===== src/rtl/irq_pkg.sv =====
package irq_pkg;
  // Bank select carried in the top two address bits
  typedef enum logic [1:0] {
    BANK_LVL  = 2'b00,
    BANK_MASK = 2'b01,
    BANK_GLOB = 2'b10,
    BANK_ACK  = 2'b11
  } bank_sel_e;
endpackage


===== src/rtl/irq_cfg_regs.sv =====
module irq_cfg_regs
  import irq_pkg::*;
#(
  parameter int NUM_SRC = 64,
  parameter int LVL_W   = 3,
  localparam int IDX_W  = $clog2(NUM_SRC),
  localparam int AW     = IDX_W + 2
) (
  input  logic                     clk,
  input  logic                     rst,
  input  logic                     wr_en,
  input  logic [AW-1:0]            wr_addr,
  input  logic [LVL_W-1:0]         wr_data,
  output logic [NUM_SRC*LVL_W-1:0] lvl_flat,
  output logic [NUM_SRC-1:0]       mask_o,
  output logic                     gmask_o
);
  bank_sel_e        bank;
  logic [IDX_W-1:0] idx;

  assign bank = bank_sel_e'(wr_addr[AW-1:AW-2]);
  assign idx  = wr_addr[IDX_W-1:0];

  for (genvar g = 0; g < NUM_SRC; g++) begin : g_src
    always_ff @(posedge clk) begin
      if (rst) begin
        lvl_flat[g*LVL_W +: LVL_W] <= '0;
        mask_o[g]                  <= 1'b1;
      end else if (wr_en && idx == IDX_W'(g)) begin
        if (bank == BANK_LVL)  lvl_flat[g*LVL_W +: LVL_W] <= wr_data;
        if (bank == BANK_MASK) mask_o[g] <= wr_data[0];
      end
    end
  end

  always_ff @(posedge clk) begin
    if (rst)                            gmask_o <= 1'b0;
    else if (wr_en && bank == BANK_GLOB) gmask_o <= wr_data[0];
  end
endmodule


===== src/rtl/irq_prio_arb.sv =====
module irq_prio_arb #(
  parameter int NUM_SRC = 64,
  parameter int LVL_W   = 3,
  localparam int IDX_W  = $clog2(NUM_SRC)
) (
  input  logic                     clk,
  input  logic                     rst,
  input  logic [NUM_SRC-1:0]       irq_in,
  input  logic [NUM_SRC*LVL_W-1:0] lvl_flat,
  input  logic [NUM_SRC-1:0]       mask_i,
  input  logic                     gmask_i,
  output logic [LVL_W-1:0]         lvl_q,
  output logic [IDX_W-1:0]         idx_q,
  output logic                     any_q
);
  logic [LVL_W-1:0] eff [NUM_SRC];
  logic [LVL_W-1:0] best_lvl;
  logic [IDX_W-1:0] best_idx;

  // Effective level: zero unless the line is high, unmasked and globally open
  for (genvar g = 0; g < NUM_SRC; g++) begin : g_eff
    assign eff[g] = (irq_in[g] && !mask_i[g] && !gmask_i)
                    ? lvl_flat[g*LVL_W +: LVL_W] : '0;
  end

  // Downward scan with >= so the lowest index wins a tie
  always_comb begin
    best_lvl = '0;
    best_idx = '0;
    for (int i = NUM_SRC - 1; i >= 0; i--) begin
      if (eff[i] != '0 && eff[i] >= best_lvl) begin
        best_lvl = eff[i];
        best_idx = IDX_W'(i);
      end
    end
  end

  always_ff @(posedge clk) begin
    if (rst) begin
      lvl_q <= '0;
      idx_q <= '0;
      any_q <= 1'b0;
    end else begin
      lvl_q <= best_lvl;
      idx_q <= best_idx;
      any_q <= (best_lvl != '0);
    end
  end


  gmask_quiet_chk: assert property (@(posedge clk) disable iff (rst)
    $past(gmask_i) |-> (lvl_q == '0 && !any_q));
endmodule


===== src/rtl/irq_vec_unit.sv =====
module irq_vec_unit
  import irq_pkg::*;
#(
  parameter int NUM_SRC  = 64,
  parameter int LVL_W    = 3,
  parameter int VEC_W    = 8,
  parameter int VEC_BASE = 64,
  parameter int SPUR_VEC = 24,
  localparam int IDX_W   = $clog2(NUM_SRC),
  localparam int AW      = IDX_W + 2
) (
  input  logic                     clk,
  input  logic                     rst,
  input  logic                     any_i,
  input  logic [IDX_W-1:0]         idx_i,
  input  logic [NUM_SRC*LVL_W-1:0] lvl_flat,
  input  logic                     iack,
  input  logic                     rd_en,
  input  logic [AW-1:0]            rd_addr,
  output logic [VEC_W-1:0]         rd_data,
  output logic                     ack_valid,
  output logic [VEC_W-1:0]         ack_vec
);
  logic [VEC_W-1:0] cur_vec;
  bank_sel_e        rbank;
  logic [IDX_W-1:0] ridx;

  assign cur_vec = any_i ? (VEC_W'(VEC_BASE) + VEC_W'(idx_i)) : VEC_W'(SPUR_VEC);
  assign rbank   = bank_sel_e'(rd_addr[AW-1:AW-2]);
  assign ridx    = rd_addr[IDX_W-1:0];

  always_ff @(posedge clk) begin
    if (rst) begin
      ack_valid <= 1'b0;
      ack_vec   <= VEC_W'(SPUR_VEC);
      rd_data   <= '0;
    end else begin
      ack_valid <= iack;
      if (iack) ack_vec <= cur_vec;
      if (rd_en) begin
        case (rbank)
          BANK_LVL: rd_data <= VEC_W'(lvl_flat[ridx*LVL_W +: LVL_W]);
          BANK_ACK: rd_data <= cur_vec;
          default:  rd_data <= '0;
        endcase
      end
    end
  end


  ack_follow_chk: assert property (@(posedge clk) disable iff (rst)
    iack |=> ack_valid);

  vec_range_chk: assert property (@(posedge clk) disable iff (rst)
    ack_valid |-> (int'(ack_vec) == SPUR_VEC ||
                   (int'(ack_vec) >= VEC_BASE && int'(ack_vec) < VEC_BASE + NUM_SRC)));
endmodule


===== src/rtl/prio_irq_ctrl.sv =====
module prio_irq_ctrl #(
  parameter int NUM_SRC  = 64,
  parameter int LVL_W    = 3,
  parameter int VEC_W    = 8,
  parameter int VEC_BASE = 64,
  parameter int SPUR_VEC = 24,
  localparam int IDX_W   = $clog2(NUM_SRC),
  localparam int AW      = IDX_W + 2
) (
  input  logic               clk,
  input  logic               rst,
  input  logic [NUM_SRC-1:0] irq_in,
  input  logic               wr_en,
  input  logic [AW-1:0]      wr_addr,
  input  logic [LVL_W-1:0]   wr_data,
  input  logic               rd_en,
  input  logic [AW-1:0]      rd_addr,
  output logic [VEC_W-1:0]   rd_data,
  input  logic               iack,
  output logic               ack_valid,
  output logic [VEC_W-1:0]   ack_vec,
  output logic [LVL_W-1:0]   ipl_out,
  output logic               wake_out
);
  logic [NUM_SRC*LVL_W-1:0] lvl_flat;
  logic [NUM_SRC-1:0]       mask_w;
  logic                     gmask_w;
  logic [IDX_W-1:0]         win_idx;
  logic                     win_any;

  irq_cfg_regs #(.NUM_SRC(NUM_SRC), .LVL_W(LVL_W)) cfg_i (
    .clk(clk), .rst(rst), .wr_en(wr_en), .wr_addr(wr_addr), .wr_data(wr_data),
    .lvl_flat(lvl_flat), .mask_o(mask_w), .gmask_o(gmask_w)
  );

  irq_prio_arb #(.NUM_SRC(NUM_SRC), .LVL_W(LVL_W)) arb_i (
    .clk(clk), .rst(rst), .irq_in(irq_in), .lvl_flat(lvl_flat),
    .mask_i(mask_w), .gmask_i(gmask_w),
    .lvl_q(ipl_out), .idx_q(win_idx), .any_q(win_any)
  );

  irq_vec_unit #(.NUM_SRC(NUM_SRC), .LVL_W(LVL_W), .VEC_W(VEC_W),
                 .VEC_BASE(VEC_BASE), .SPUR_VEC(SPUR_VEC)) vec_i (
    .clk(clk), .rst(rst), .any_i(win_any), .idx_i(win_idx), .lvl_flat(lvl_flat),
    .iack(iack), .rd_en(rd_en), .rd_addr(rd_addr), .rd_data(rd_data),
    .ack_valid(ack_valid), .ack_vec(ack_vec)
  );

  assign wake_out = win_any;


  wake_ipl_chk: assert property (@(posedge clk) disable iff (rst)
    wake_out == (ipl_out != '0));
endmodule


===== config.mk =====
export PLATFORM = sky130hd
export DESIGN_NAME = prio_irq_ctrl
export DESIGN_NICKNAME = d
export VERILOG_FILES = /design/src/rtl/irq_pkg.sv /design/src/rtl/irq_cfg_regs.sv /design/src/rtl/irq_prio_arb.sv /design/src/rtl/irq_vec_unit.sv /design/src/rtl/prio_irq_ctrl.sv
export SDC_FILE = /design/constraint.sdc
export NUM_CORES = 1
export LEC_CHECK = 0
export CAP_MARGIN = 20
export CORE_ASPECT_RATIO = 0.7
export CORE_MARGIN = 5
export CORE_UTILIZATION = 40
export DETAILED_ROUTE_END_ITERATION = 8
export DONT_BUFFER_PORTS = 1
export SLEW_MARGIN = 10
export SYNTH_ARGS = -nofsm -noshare
export SYNTH_HDL_FRONTEND = slang
export SYNTH_SLANG_ARGS = --single-unit

===== constraint.sdc =====
create_clock -name clk -period 127.3 [get_ports clk]
set_input_delay 12.73 -clock clk [delete_from_list [all_inputs] [get_ports clk]]
set_output_delay 12.73 -clock clk [all_outputs]
set_load 0.03 [all_outputs]

-- Word-level counts from Yosys, hierarchy flattened
Index checks and enable logic that the tools add are counted.
- $add $sub $neg: 1
- multipliers: 1
- divide/modulo/power cells: 0
- order comparisons: 64
- equal/unequal tests: 66
- shifts and indexed selects: 1
- muxes and demuxes: 193
- bitwise gates (word level): 0
- reduce and logical (&&, ||, !) cells: 524
- operator list (kind ; number):
    two-way mux 3 bit ; 132
    logical AND 1 bit ; 257
    AND reduction 2 bit ; 128
    nonzero test 3 bit ; 65
    == test 6 bit, second input constant ; 32
    two-way mux 6 bit ; 32
    indexed part select 192 x 9 -> 3 bit ; 1
    >= comparator 3 bit ; 63
    == test 6 x 5 -> 1 bit, second input constant ; 16
    two-way mux 5 bit ; 16
    logical NOT 1 bit ; 65
    == test 6 x 4 -> 1 bit, second input constant ; 8
    OR reduction 33 bit ; 1
    two-way mux 4 bit ; 8
    == test 6 x 3 -> 1 bit, second input constant ; 4
    OR reduction 17 bit ; 1
    case mux 8 bit (2 select lines) ; 1
    == test 6 x 2 -> 1 bit, second input constant ; 2
    OR reduction 9 bit ; 1
    adder 7 x 6 -> 8 bit, first input constant ; 1
    multiplier 6 x 2 -> 8 bit, second input constant ; 1
    two-way mux 8 bit ; 1
    == test 6 x 1 -> 1 bit, second input constant ; 1
    logical NOT 6 bit ; 1
    9 further kinds ; 12
- register bits: 284
- latch bits: 0
- bits in writable memories: 0
- ROM bits: 0
- input port bits: 88
- output and inout port bits: 21
- word-level logic and storage cells: 990
- memories kept: 0

-- Depth between registers and ports, before layout
Gate-level depths: netlist of run 1.
- depth after elaboration: 197
- gate-level depth with buffers: 520
- gate-level depth less buffers: 516

-- By module
Synthesis of run 1 repeated with hierarchy kept, for this count alone.
- cell total of the unflattened synthesis: 2747
- area, all modules: 23047.1 µm²
- modules (own cells, without submodules) (module ; times used ; cells an instance ; area an instance (µm²) ; seq. area each (µm²)):
    irq_cfg_regs ; 1 ; 970 ; 10507.6 ; 5144.9
    irq_prio_arb ; 1 ; 1587 ; 10334.9 ; 200.2
    irq_vec_unit ; 1 ; 190 ; 2204.6 ; 300.3

-- Worst setup path after synthesis of run 1
No wires, ideal clock.
- path kind: input -> register
- from: input irq_in[62]
- to: register arb_i.idx_q[5]
- library setup time: 0.092 ns
- arrival: 96.774 ns
- data required time: 127.208 ns
- slack: 30.434 ns
- cell stages on the path: 489
- buffers on the path: 2
- cells stage by stage: nor3b_4 > and2_2 > ha_1 > nand2_1 > o21ai_1 > nand2_1 > o21ai_0 > ha_1 > nand2b_1 > a31o_1 > a21oi_1 > o21ai_2 > nand2_1 > mux2_2 > ha_1 > nand2b_1 > maj3_1 > maj3_1 > [... 453 more ...] > ha_1 > nand2b_1 > a21o_1 > a21oi_1 > o21ai_0 > and2_1 > buf_1 > o311ai_1 > inv_1 > ha_1 > nand2b_1 > a21o_1 > a21o_1 > o311a_1 > nor2_1 > nand2_1 > or4_1 > nor4_1
- longest elaborated chain between the ends: 192
- elaborated cells between the ends (all ways): 224
- classes of those cells: order compare: 63; mux: 94; reduce/logical: 67
- ends and longest elaborated chain (element ; line ; RTL):
    start, declared ; prio_irq_ctrl.sv:12 ; input logic [NUM_SRC-1:0] irq_in,
    logical AND 1 bit * (2 in a row) ; irq_prio_arb.sv:22 ; assign eff[g] = (irq_in[g] && !mask_i[g] && !gmask_i)
    two-way mux 3 bit * ; irq_prio_arb.sv:23 ; ? lvl_flat[g*LVL_W +: LVL_W] : '0;
    >= comparator 3 bit / nonzero test 3 bit (equally long branches) ; irq_prio_arb.sv:31 ; if (eff[i] != '0 && eff[i] >= best_lvl) begin
    logical AND 1 bit ; irq_prio_arb.sv:31 ;
    two-way mux 3 bit ; irq_prio_arb.sv:31 ;
    >= comparator 3 bit ; irq_prio_arb.sv:31 ;
    logical AND 1 bit ; irq_prio_arb.sv:31 ;
    two-way mux 3 bit ; irq_prio_arb.sv:31 ;
    [... 175 more ...] ; - ;
    logical AND 1 bit ; irq_prio_arb.sv:31 ;
    two-way mux 3 bit ; irq_prio_arb.sv:31 ;
    >= comparator 3 bit ; irq_prio_arb.sv:31 ;
    logical AND 1 bit ; irq_prio_arb.sv:31 ;
    two-way mux 3 bit ; irq_prio_arb.sv:31 ;
    >= comparator 3 bit ; irq_prio_arb.sv:31 ;
    logical AND 1 bit ; irq_prio_arb.sv:31 ;
    OR reduction 33 bit (no source line) ; - ;
    end signal, assigned ; irq_prio_arb.sv:45 ; idx_q <= best_idx;
    end, declared ; irq_prio_arb.sv:13 ; output logic [IDX_W-1:0] idx_q,
Every way passes the cells marked *; elsewhere a longest branch is shown, timed or not.
A chain may end at the register's enable or synchronous reset.

-- Worst setup path after layout of run 1
Ends and elaborated chain as after synthesis.

==> results of run 1 <==
[registers in the layout, summed over array words and instances (netlist names)]
name and flops:
cfg_i.gmask_o 1, cfg_i.mask_o 64, vec_i.ack_vec 7, vec_i.rd_data 7, arb_i.idx_q 6, cfg_i.lvl_flat 192, arb_i.any_q 1, arb_i.lvl_q 3
vec_i.ack_valid 1
[per-stage QoR]
step / std cells / worst slack [ns] / power [mW] / cell area (um^2)
2_1_floorplan: 3221 / 30.43 / 0.0975 / 23500
3_3_place_gp: 3846 / 18.68 / 0.0962 / 24100
3_5_place_dp: 3846 / 17.93 / 0.0962 / 24100
4_1_cts: 3903 / 18.05 / 0.192 / 25100
5_1_grt: 3904 / 8.06 / 0.195 / 25100
6_report: 3909 / 16.24 / 0.190 / 25100
[power breakdown]
part           internal, mW  switching [mW]
Clock                0.0535          0.0422
Sequential           0.0884        0.000508
Combinational       0.00216         0.00335
Total                 0.144          0.0460
[cell families (layout without fill, tap and decap cells)]
group,count (synthesis),count (layout),share of synthesized area (%)
adders and majority gates,91,91,4.64
DFF,282,282,24.0
buffers and inverters,221,143,3.82
muxes,83,83,6.93
AOI/OAI and AO/OA,1088,1088,30.8
other,1,8,0.0160
and+or+nand+nor,1454,1454,29.8
[path summary, 6_finish.rpt]
| kind | startpoint | to | slack (ns) | depth (start not counted) |
|---|---|---|---|---|
| hold reg to reg | cfg_i.mask_o[22] | cfg_i.mask_o[22] | 0.46 | 2 |
| setup reg to reg | cfg_i.gmask_o | arb_i.idx_q[5] | 26.85 | 490 |
| setup / recovery | irq_in[62] | arb_i.idx_q[5] | 16.24 | 488 |
| hold / removal | cfg_i.mask_o[22] | cfg_i.mask_o[22] | 0.46 | 2 |
[cell usage after synthesis (14+ instances only)]
cell type  instances
nand2_1          617
a21oi_1          357
dfxtp_1          282
o21ai_0          237
nor2_1           236
nand3_1          183
clkbuf_1         129
nand2b_1          73
and2_1            71
ha_1              71
mux4_2            63
inv_1             59
a221o_1           50
nor3_1            49
a31oi_1           48
nor3b_1           48
nor2b_1           40
o211ai_1          34
o21a_1            34
a21o_1            32
o22ai_1           28
a211oi_1          23
and3_1            21
a211o_1           19
maj3_1            19
o221ai_1          19
o31ai_1           17
or3_1             17
or2_2             15
buf_1             14
[layout make-up]
type	count	area [um^2]	share of cell area, %
flip-flops and latches	282	5650	22.5
diodes	6	15.0	0.0597
clock inverters	11	83.8	0.333
repair buffers	26	195	0.776
clock buffers	46	966	3.84
inverters	60	225	0.896
multi-input cells	2718	17100	67.8
well taps	760	951	3.78
[layer usage]
metal	vias to the layer above	track usage, %	routed length (um)
li1	11800	-	-
met1	11800	42.2	42200
met2	1343	36.7	34600
met3	153	7.16	11200
met4	4	6.74	2330
met5	-	0	26
[cell usage in the layout (no fill, tap or decap), types with 9 or more instances in the layout]
cell type and n:
dfxtp_1 281, and2_1 71, o22a_1 9, nand3_1 183, a211oi_1 23, nand4_1 13
nand2_1 617, a21o_1 32, nor2b_1 40, nor3_2 14, nor3b_2 13, or2_2 15
o21a_1 34, maj3_1 19, ha_1 71, clkbuf_16 34, o221ai_1 19, nor3b_1 47
mux4_2 63, o31ai_1 17, a211o_1 19, o211ai_1 34, buf_4 26, a221o_1 50
a22oi_1 13, or3_1 15, and3_1 21, o21ai_0 237, inv_1 59, nor3_1 40
nand2b_1 73, a31oi_1 48, nor2_1 232, o22ai_1 28, mux2i_1 12, a21oi_1 356
[critical path, delay by kind of cell]
family          cells  cell delay (ns)
mux                10             3.28
buf+inv            17             1.44
compound gates    214            44.38
fa+ha+maj          79            23.39
simple gates      168            26.22
==> out/results.txt, run 1 <==
Outcome -> complete, no violations
Hold Worst Slack -> 0.465 ns
Tmin final -> 111.06 ns
Clk slew on worst S/H paths -> 0.06 ns
Number of synthesized flops with an enable pin -> 0
Drt wl/cell -> 23.1 um
Largest net degree at the start of global routing -> 278
Fmax -> 9.00 MHz
Clock Skew -> 0.0289 ns
Fillcell total -> 5937
Slew @ Worst Pin -> 1.16 ns
WP data arrival -> 111.52 ns
Area Overhead vs Synth -> 6.96%
Setup total negative slack -> 0 ns
Hold-fix buffers, CTS -> 0
Ys async rst share -> 0%
Final setup vio count -> 0
Post-Syn Area per Cell -> 7.30 um^2
Pwr per Cell Area -> 7.56 mW/mm^2
Slew headroom -> 22.5%
Post-layout util -> 43.2%
Worst path slowest cell -> a221oi_1
Seq/Total Area, Yosys -> 24.0%
FP Rows -> 74
Clk_lat worst skew -> 0.57 ns
Distinct cells, synth -> 121
Synth Register Bits -> 282
Crit path launch type -> input port
CTS-repair resized insts -> 0
Top cells by area, synth -> dfxtp_1 24%, nand2_1 9.9%, a21oi_1 7.6%, mux4_2 6.0%, o21ai_0 5.0%
Tot GR Track Use -> 27.1%
Crit-path max FO -> 8
HP Class -> reg2reg
Final hold vios -> 0
Leak -> 8.61 nW
Post-Route WL -> 90300 um
Syn. warnings -> 0
DRC Markers -> 0
Global route overflow -> 0
H-tree depth -> 2
Area leader, netlist -> dfxtp_1
Num ports -> 109
Drt initial violations -> 3274
CTS Buffer Depth -> 3
Chip Height -> 213 um
Vias in the first global route -> 21.7k
Tcrit/Tclk final -> 87.2%
CTS tree -> done
Post-DRT Antenna Nets -> 0
Nets -> 3281
Share of post-route cells with drive strength above 1 -> 8.81%
Mapped Cells -> 3220
Most common cell on crit path -> ha_1
Slowest cell delay on critical path -> 0.87 ns
Mapped cell area -> 0.0235 mm^2
Full die area -> 0.0638 mm^2
Max-cap viol count -> 0
Post-CTS Setup Inserts -> 0
Core region area -> 0.0582 mm^2
Root Buffer -> clkbuf_16
Drt first pass iters -> 6
PortBufs -> 0
Initial antenna violation count -> 8
Clock Sinks -> 282
Top-area cell type share of the netlist area -> 24.0%
Initial Utilization -> 40.4%
CTS Buf Count -> 34
Synth Flop Type -> dfxtp_1
RSZ-0062 raised after global routing -> no
RePlAce Congestion -> 1.02
Die width -> 300 um
CP required -> 127.76 ns
VDD IR max -> 0.00740 mV
Via Count -> 25.1k
DP HPWL -> 66400 um
Via/cell ratio -> 6.41
First-pass GRT wire length -> 136000 um
Max Slew Vio Count -> 0
Worst setup path category -> in2reg
Critical Path End Type -> flop
Note: power is estimated with default switching activity, not from simulation.
==> run 2, diff against run 1 <==
Clock period 127.3 ns to 104.5 ns, I/O delays scaled along.
==> out/results.txt, run 2 (synthesis gave the netlist of run 1 again) <==
Pwr per Cell Area -> 8.89 mW/mm^2 (+18%)
Commonest non-fill, non-tap cell in the layout -> nand2_1
Clock power frac -> 51.6% (+1.3 points)
FP Rows -> 74 (unchanged)
Fmax -> 10.0 MHz
Hold Worst Slack -> 0.467 ns (+0.00200 ns)
Hold path start -> cfg_i.mask_o[19]
Clock Sinks -> 282 (unchanged)
Root Buffer -> clkbuf_16
Outcome -> complete, no violations
Slew @ Worst Pin -> 1.20 ns (+0.0352 ns)
Drt wl/cell -> 23.0 um (-0.41%)
Leak -> 9.30 nW (+8.0%)
Initial antenna violation count -> 11 (+3)
Critical Path End Type -> flop
Commonest cells after routing, fill and taps aside -> 612 x nand2_1, 344 x a21oi_1, 281 x dfxtp_1, 224 x nor2_1, 210 x o21ai_0
Crit path launch type -> input port
Final hold vios -> 0 (unchanged)
Tmin final -> 99.85 ns
Max-cap viol count -> 0 (unchanged)
Post-DRT Antenna Nets -> 0 (unchanged)
P_sw -> 56.2 uW (+22%)
Num ports -> 109 (unchanged)
HP Class -> reg2reg
CP required -> 105.00 ns (-22.76 ns)
DP HPWL -> 67600 um (+1.9%)
Full die area -> 0.0638 mm^2 (unchanged)
Drt initial violations -> 3130 (-4.4%)
First-pass GRT wire length -> 136000 um (about the same)
Initial Utilization -> 40.4% (unchanged)
Drt first pass iters -> 7 (+1)
PortBufs -> 0 (unchanged)
CP Buf/Inv Count -> 25 (+8)
Die width -> 300 um (unchanged)
WP data arrival -> 100.35 ns (-11.17 ns)
Sw Ratio -> 23.7% (-0.56 points)
CTS Buffer Depth -> 3 (unchanged)
Hold-fix buffers, CTS -> 0 (unchanged)
H-tree depth -> 1 (-1)
Chip Height -> 213 um (unchanged)
Clk slew on worst S/H paths -> 0.06 ns (about the same)
RePlAce Congestion -> 0.997 (-2.0%)
Tot GR Track Use -> 27.1% (about the same)
Via Count -> 25.4k (+1.2%)
Critical R2R Launch -> cfg_i.gmask_o
Nets -> 3396 (+3.5%)
DP Worst Slack -> 0.414 ns (-17.52 ns)
Max Slew Vio Count -> 0 (unchanged)
Clk_lat worst skew -> 0.60 ns (+0.03 ns)
Final setup vio count -> 0 (unchanged)
DRC Markers -> 0 (unchanged)
Pint -> 181 uW (+26%)
Core region area -> 0.0582 mm^2 (unchanged)
Share of post-route cells with drive strength above 1 -> 16.0% (+7.2 points)
Tcrit/Tclk final -> 95.6%
Vias in the first global route -> 21.6k (-0.81%)
Worst setup path category -> in2reg
Reg2Reg Setup Slack -> 13.12 ns (-13.73 ns)
Gate power share -> 2.9% (about the same)
Most common cell on crit path -> ha_1
Clock Skew -> 0.0192 ns (-0.00966 ns)
Worst path slowest cell -> or4_4
Crit-path max FO -> 6 (-2)
Register with the most flip-flops -> cfg_i.lvl_flat
Area Overhead vs Synth -> 13.7%
Part of the power in registers -> 45.6% (-1.2 points)
Max reg flops -> 192 (unchanged)
Post-Route WL -> 92800 um (+2.7%)
Final worst setup slack -> 4.65 ns (-11.60 ns)
Largest net degree at the start of global routing -> 278 (unchanged)
Via/cell ratio -> 6.30 (-1.8%)
Global route overflow -> 0 (unchanged)
Origin of the worst setup path -> irq_in[62]
Slew headroom -> 20.1% (-2.3 points)
Slowest cell delay on critical path -> 0.54 ns (-0.33 ns)
CTS tree -> done
Delay-heaviest family, CP -> compound AO/OA/AOI/OAI gates
VDD IR max -> 0.0110 mV (+49%)
CTS Buf Count -> 31 (-8.8%)
Top Registers -> cfg_i.lvl_flat: 192 flops, cfg_i.mask_o: 64 flops
[run 2: power by group through the flow]
stage	Sequential (mW)	Clock (mW)	Combinational, mW
2_1_floorplan	0.110	0	0.00833
3_3_place_gp	0.111	0	0.00655
3_5_place_dp	0.111	0	0.00655
4_1_cts	0.108	0.124	0.00657
5_1_grt	0.108	0.128	0.00709
6_report	0.108	0.122	0.00679
[run 2: timing repair]
action                                 in CTS  in global routing
setup endpoints to repair                   0                 10
endpoints found under the hold margin       0                  0
buffers inserted                            0                 40
resized for setup                           0                175
[run 2: area by class of cell]
class,count,area [um^2]
diodes,10,25.0
clock buffers,35,811
clock inverters,21,294
fillers,5781,31500
inverters,60,225
multi-input cells,2718,17700
flip-flops and latches,282,5650
well taps,760,951
repair buffers,144,1080
[run 2: worst min-delay path: stages, from the launching register on]
cell and delay [ns]:
dfxtp_1 0.31, o21ai_0 0.06, nand2_1 0.05
[run 2: worst paths after layout]
kind / cells after the start / endpoint
setup / recovery: 502 / arb_i.idx_q[5]
hold / removal: 2 / cfg_i.mask_o[19]
setup reg to reg: 503 / arb_i.idx_q[5]
hold reg to reg: 2 / cfg_i.mask_o[19]
[run 2: layer usage]
layer	global-route usage [%]	vias to the layer above	part of all wire, %
met5	0	-	0.044
met4	5.99	6	2.3
met3	8.78	123	13
met2	36.4	1296	39
met1	41.7	12000	46
li1	-	12000	-
[run 2: stage by stage]
step	total power, mW	area (um^2)	util, %	TNS, ns	instances
floorplan	0.119	23500	-	0	3221
global placement	0.117	24600	42.3	0	3923
global route	0.244	26700	45.9	-3.56	4026
detailed placement	0.117	24600	42.3	0	3923
CTS	0.239	25800	44.2	0	3979
finish	0.238	26700	45.9	0	4030
